[config.mk]
export PLATFORM = sky130hd
export DESIGN_NAME = bstr_compare
export DESIGN_NICKNAME = d
export VERILOG_FILES = /design/src/rtl/bsc_pkg.sv /design/src/rtl/bsc_cursor.sv /design/src/rtl/bsc_fetch.sv /design/src/rtl/bsc_judge.sv /design/src/rtl/bstr_compare.sv
export SDC_FILE = /design/constraint.sdc
export NUM_CORES = 1
export LEC_CHECK = 0
export BUFFER_PORTS_ARGS = -buffer_cell sky130_fd_sc_hd__buf_2
export CORE_MARGIN = 2
export CORE_UTILIZATION = 45
export CTS_BUF_LIST = sky130_fd_sc_hd__clkbuf_4 sky130_fd_sc_hd__clkbuf_8
export DETAILED_ROUTE_END_ITERATION = 12
export PLACE_DENSITY_LB_ADDON = 0.25
export SYNTH_ARGS = -nofsm -noshare
export SYNTH_HDL_FRONTEND = slang
export SYNTH_HIERARCHICAL = 1
export SYNTH_SLANG_ARGS = --single-unit
[constraint.sdc]
create_clock -name clk -period 3.8 [get_ports clk]
set_clock_uncertainty 0.15 [all_clocks]
set_input_delay 0.57 -clock clk [delete_from_list [all_inputs] [get_ports clk]]
set_output_delay 0.57 -clock clk [all_outputs]
set_load 0.01 [all_outputs]
[src/rtl/bsc_pkg.sv]
package bsc_pkg;
  typedef enum logic [2:0] {
    S_IDLE, S_PICK_A, S_WAIT_A, S_PICK_B, S_WAIT_B, S_COMP, S_DONE
  } bsc_state_e;

  typedef enum logic [1:0] {F_IDLE, F_REQ, F_WAIT} bsc_fetch_e;

  typedef struct packed {
    logic n;
    logic z;
    logic v;
    logic c;
  } bsc_flags_t;
endpackage

[src/rtl/bsc_cursor.sv]
module bsc_cursor #(
  parameter int LEN_W  = 16,
  parameter int ADDR_W = 32
) (
  input  logic              clk,
  input  logic              rst_n,
  input  logic              load,
  input  logic [LEN_W-1:0]  len_in,
  input  logic [ADDR_W-1:0] addr_in,
  input  logic              step,
  output logic [LEN_W-1:0]  len_q,
  output logic [ADDR_W-1:0] ptr_q,
  output logic              empty
);
  assign empty = (len_q == '0);

  always_ff @(posedge clk or negedge rst_n) begin
    if (!rst_n) begin
      len_q <= '0;
      ptr_q <= '0;
    end else if (load) begin
      len_q <= len_in;
      ptr_q <= addr_in;
    end else if (step && !empty) begin
      len_q <= len_q - LEN_W'(1);
      ptr_q <= ptr_q + ADDR_W'(1);
    end
  end
endmodule

[src/rtl/bsc_fetch.sv]
module bsc_fetch
  import bsc_pkg::*;
#(
  parameter int ADDR_W = 32
) (
  input  logic              clk,
  input  logic              rst_n,
  input  logic              go,
  input  logic [ADDR_W-1:0] addr_in,
  output logic              req_valid,
  input  logic              req_ready,
  output logic [ADDR_W-1:0] req_addr,
  input  logic              rsp_valid,
  output logic              got
);
  bsc_fetch_e st;

  assign req_valid = (st == F_REQ);
  assign got       = (st == F_WAIT) && rsp_valid;

  always_ff @(posedge clk or negedge rst_n) begin
    if (!rst_n) begin
      st       <= F_IDLE;
      req_addr <= '0;
    end else begin
      case (st)
        F_IDLE: if (go) begin
          st       <= F_REQ;
          req_addr <= addr_in;
        end
        F_REQ:  if (req_ready) st <= F_WAIT;
        F_WAIT: if (rsp_valid) st <= F_IDLE;
        default: st <= F_IDLE;
      endcase
    end
  end
endmodule

[src/rtl/bsc_judge.sv]
module bsc_judge
  import bsc_pkg::*;
(
  input  logic [7:0]  byte_a,
  input  logic [7:0]  byte_b,
  output bsc_flags_t  flags,
  output logic        differ
);
  always_comb begin
    flags.z = (byte_a == byte_b);
    flags.c = (byte_a < byte_b);
    flags.n = ($signed(byte_a) < $signed(byte_b));
    flags.v = 1'b0;
    differ  = !flags.z;
  end
endmodule

[src/rtl/bstr_compare.sv]
module bstr_compare
  import bsc_pkg::*;
#(
  parameter int LEN_W  = 16,
  parameter int ADDR_W = 32
) (
  input  logic              clk,
  input  logic              rst_n,
  input  logic              cmd_valid,
  output logic              cmd_ready,
  input  logic              cmd_five,
  input  logic [LEN_W-1:0]  cmd_len_a,
  input  logic [ADDR_W-1:0] cmd_addr_a,
  input  logic [LEN_W-1:0]  cmd_len_b,
  input  logic [ADDR_W-1:0] cmd_addr_b,
  input  logic [7:0]        cmd_fill,
  output logic              mem_req_valid,
  input  logic              mem_req_ready,
  output logic [ADDR_W-1:0] mem_req_addr,
  input  logic              mem_rsp_valid,
  input  logic [7:0]        mem_rsp_data,
  output logic              res_valid,
  input  logic              res_ready,
  output logic [LEN_W-1:0]  res_len_a,
  output logic [ADDR_W-1:0] res_ptr_a,
  output logic [LEN_W-1:0]  res_len_b,
  output logic [ADDR_W-1:0] res_ptr_b,
  output logic              res_n,
  output logic              res_z,
  output logic              res_v,
  output logic              res_c
);
  localparam int NSTR = 2;

  bsc_state_e  state;
  bsc_flags_t  flags_q, judge_flags;
  logic        differ;
  logic [7:0]  byte_a, byte_b, fill_q;
  logic        load, step, fetch_go, got;
  logic [ADDR_W-1:0] fetch_addr;

  logic [LEN_W-1:0]  len_in [NSTR];
  logic [ADDR_W-1:0] adr_in [NSTR];
  logic [LEN_W-1:0]  len_q  [NSTR];
  logic [ADDR_W-1:0] ptr_q  [NSTR];
  logic [NSTR-1:0]   empty;

  assign len_in[0] = cmd_len_a;
  assign adr_in[0] = cmd_addr_a;
  assign len_in[1] = cmd_five ? cmd_len_b : cmd_len_a;
  assign adr_in[1] = cmd_addr_b;

  for (genvar g = 0; g < NSTR; g++) begin : g_cur
    bsc_cursor #(.LEN_W(LEN_W), .ADDR_W(ADDR_W)) u_cur (
      .clk(clk), .rst_n(rst_n), .load(load),
      .len_in(len_in[g]), .addr_in(adr_in[g]), .step(step),
      .len_q(len_q[g]), .ptr_q(ptr_q[g]), .empty(empty[g])
    );
  end

  bsc_fetch #(.ADDR_W(ADDR_W)) u_fetch (
    .clk(clk), .rst_n(rst_n), .go(fetch_go), .addr_in(fetch_addr),
    .req_valid(mem_req_valid), .req_ready(mem_req_ready),
    .req_addr(mem_req_addr), .rsp_valid(mem_rsp_valid), .got(got)
  );

  bsc_judge u_judge (
    .byte_a(byte_a), .byte_b(byte_b), .flags(judge_flags), .differ(differ)
  );

  always_comb begin
    load       = (state == S_IDLE) && cmd_valid;
    step       = (state == S_COMP) && !differ;
    fetch_go   = ((state == S_PICK_A) && !empty[0]) ||
                 ((state == S_PICK_B) && !empty[1]);
    fetch_addr = (state == S_PICK_A) ? ptr_q[0] : ptr_q[1];
  end

  always_ff @(posedge clk or negedge rst_n) begin
    if (!rst_n) begin
      state   <= S_IDLE;
      flags_q <= '0;
      byte_a  <= '0;
      byte_b  <= '0;
      fill_q  <= '0;
    end else begin
      case (state)
        S_IDLE: if (cmd_valid) begin
          fill_q  <= cmd_fill;
          flags_q <= '{n: 1'b0, z: 1'b1, v: 1'b0, c: 1'b0};
          state   <= S_PICK_A;
        end
        S_PICK_A: begin
          if (&empty) state <= S_DONE;
          else if (empty[0]) begin
            byte_a <= fill_q;
            state  <= S_PICK_B;
          end else state <= S_WAIT_A;
        end
        S_WAIT_A: if (got) begin
          byte_a <= mem_rsp_data;
          state  <= S_PICK_B;
        end
        S_PICK_B: begin
          if (empty[1]) begin
            byte_b <= fill_q;
            state  <= S_COMP;
          end else state <= S_WAIT_B;
        end
        S_WAIT_B: if (got) begin
          byte_b <= mem_rsp_data;
          state  <= S_COMP;
        end
        S_COMP: begin
          flags_q <= judge_flags;
          state   <= differ ? S_DONE : S_PICK_A;
        end
        S_DONE: if (res_ready) state <= S_IDLE;
        default: state <= S_IDLE;
      endcase
    end
  end

  assign cmd_ready = (state == S_IDLE);
  assign res_valid = (state == S_DONE);
  assign res_len_a = len_q[0];
  assign res_ptr_a = ptr_q[0];
  assign res_len_b = len_q[1];
  assign res_ptr_b = ptr_q[1];
  assign res_n     = flags_q.n;
  assign res_z     = flags_q.z;
  assign res_v     = flags_q.v;
  assign res_c     = flags_q.c;
endmodule

==> run metrics <==
Comb pwr share 0.463; Main synth FF type dfrtp_1; TritonCTS Sinks 161; Clock Latency Late Sink ~470 ps; port bufs 253; Tmin final 3220 ps; class of the worst hold path input pin to register; synthesized area 0.00974 mm2; sequential fraction of the synthesis area 0.414; worst slew pin tran 770 ps; first-pass GRT wire length roughly 43000 um; clk buf depth 2; Slowest Stage Delay on Critical Path 510 ps; DR vias 8320; Hold Slack roughly 150 ps; cell-internal power about 5000 uW; Hold Vio Cnt, Final 0; Starting Density 0.460; Synth area leader dfrtp_1; Max-Cap Viols 0; result of the run complete, no violations; GRT Total Usage 0.248; DP Wirelength 21200 um; net count reported at finish between 1000 and 1500; DRT iter0 DRCs 454; post-CTS sizing 0; CTS Buf Count 17; Total Neg Setup Slack 0 ps; I/O pin count 254; GR Overflow Total 0; Leakage 0.00493 uW; Syn Area/Cell 10.2 um2; CP top delay family simple AND/OR/NAND/NOR gates; register share of total power 0.399; switching share of power 0.434; Die Height ~150 um; die width about 150 um; Critical Path End Type register; Worst Path Buf+Inv 0; Ys Warns 6; Routed WL 28300 um; Crit Path Max Fanout 14; share of the synthesized area in the top cell type 0.414; Yosys reg bits 161; Worst path slowest cell a2111o_1; Slew Viols, Final 0; period utilisation layout 0.849; Area Growth Syn to Fin 19.4%; clock root cell clkbuf_8; CP cell instances ha_1 -> nand4_1 -> or2_1 -> nor2_4 -> nand2_1 -> a2111o_1 -> or4_1 -> nand3_1; Synth Instances 954; Setup CP Type register to register; Post-synth EDFFs 0; f_max 310 MHz; total die area 0.0228 mm2; top post-synthesis cells by area dfrtp_1 41%, mux2_2 13%, o21ai_0 4.2%; Filler Cell Count 1976; Distinct cells, synth 67; Worst slew margin 0.487; Clock power frac 0.138; NetSw 3900 uW; critical path arrival between 3000 and 4000 ps; initial antenna violation count 2; syn nets ~1100; Core Box Area ~0.021 mm2; DRC 0; placer congestion estimate 0.896; Startpoint Class register; VDD IR max 0.488 mV; post-route ant nets 0; clock-pin slew on the worst setup and hold paths 110 ps; Final Setup Violations 0; largest net degree at the start of global routing 142; H-tree levels 4; wire per inst 19.1 um; RSZ-0062 raised after global routing false; asr flop ratio synth 1.00; vias in the first global route 7853; row cnt 53; routed vias/inst 5.62; commonest non-fill, non-tap cell in the layout buf_2; layout cells sized above 1 0.384; pwr dens just under 800 mW/mm2; Crit path required time 4050 ps; drt first pass iters 5; commonest cells after routing, fill and taps aside 252 x buf_2, 161 x dfrtp_1, 115 x mux2_2, 100 x nand2_1, 81 x o21ai_0; TritonCTS clock tree yes
-- path summary, 6_finish.rpt --
check	start	endpoint	slack, ps	cells after the start
min reg2reg	u_fetch/req_addr[17]$_DFFE_PN0P_	u_fetch/req_addr[17]$_DFFE_PN0P_	340	1
max reg2reg	byte_a[7]$_DFFE_PN0P_	g_cur[0].u_cur/ptr_q[31]$_DFFE_PN0P_	580	8
max	byte_a[7]$_DFFE_PN0P_	g_cur[0].u_cur/ptr_q[31]$_DFFE_PN0P_	580	8
max in group asynchronous	rst_n	g_cur[0].u_cur/ptr_q[27]$_DFFE_PN0P_	2130	3
min in group asynchronous	rst_n	g_cur[0].u_cur/len_q[5]$_DFFE_PN0P_	540	2
min	cmd_addr_a[8]	g_cur[0].u_cur/ptr_q[8]$_DFFE_PN0P_	150	3
-- power by group through the flow --
stage,clock network (uW),logic [uW],registers (uW)
global route,1350,4570,3710
finish,1240,4160,3580
detailed placement,0,4170,3590
CTS,1280,4190,3560
floorplan,0,2520,3590
global placement,0,4100,3560
-- Yosys cell counts (5+ instances only) --
library cell	number
a211oi_1	13
nand2_1	100
nor2b_1	12
a221o_1	6
mux2i_1	7
dfrtp_1	161
mux2_1	5
o211ai_1	12
nand4_1	12
and4_1	8
clkbuf_1	30
and3_1	16
a2111oi_0	8
or4_1	6
o21ai_0	81
mux2_2	115
mux2_4	8
o2111ai_1	12
xnor2_1	45
buf_2	11
nand3_1	29
or3_1	10
nor2_1	28
inv_1	29
ha_1	12
xor2_1	22
nor3_1	23
nor4_1	9
a2111oi_2	14
a21oi_1	24
nor3b_1	8
buf_6	8
and2_1	6
-- routing by layer --
metal | vias up | share of wire | global-route usage
met5 | - | 0.00053 | 0
met4 | 2 | 0.018 | 0.0738
met3 | 34 | 0.067 | 0.0488
met2 | 237 | 0.47 | 0.403
met1 | 4063 | 0.44 | 0.336
li1 | 3984 | - | -
-- state kept, by name (all words and copies together), names as in the netlist --
| register | flops |
|---|---|
| u_fetch/req_addr | 32 |
| byte_b | 8 |
| res_z | 1 |
| g_cur.u_cur/ptr_q | 64 |
| res_v | 1 |
| u_fetch/st | 2 |
| res_c | 1 |
| state | 3 |
| byte_a | 8 |
| g_cur.u_cur/len_q | 32 |
| res_n | 1 |
| fill_q | 8 |
-- layout make-up --
cell class	count	area, um2	share of cell area
diodes	1	2.50	0.000215
multi-input cells	707	5300	0.455
clock buffers	18	241	0.0208
repair buffers	276	1470	0.127
flip-flops and latches	161	4030	0.347
inverters	29	109	0.00936
clock inverters	14	133	0.0114
well taps	275	344	0.0296
-- tightest hold or removal path: cells and delay by family --
family	cells	cell delay [ps]
buf+inv	1	70
compound gates	1	60
simple gates	1	40
-- kinds of logic (layout without fill, tap and decap cells) --
kind of cell	count (synthesis)	in the layout	share of synthesized area
AO/OA/AOI/OAI	201	201	0.146
XOR/XNOR	67	67	0.0603
other	1	2	0.000385
buffers and inverters	86	337	0.0432
multiplexers	135	135	0.158
flip-flops	161	161	0.414
adder cells (fa/ha/maj)	12	12	0.0154
AND/OR/NAND/NOR	291	291	0.162
-- per-stage QoR --
stage                     cell area, um2  total power (uW)  instances  setup WS [ps]  utilization
final                              11600              8970       1481            575        0.550
after floorplan                     9740              6110        954            911            -
after global routing               11600              9630       1481            419        0.550
after CTS                          11600              9030       1480            596        0.549
after detailed placement           11200              7760       1447            639        0.531
after global placement             11200              7660       1447            678        0.531
-- what timing repair did --
item,CTS,global route
hold buffers,1,0
setup endpoints to repair,0,0
hold endpoints to repair,1,0
setup buffers,0,0
(Power assumes the default switching activity.)
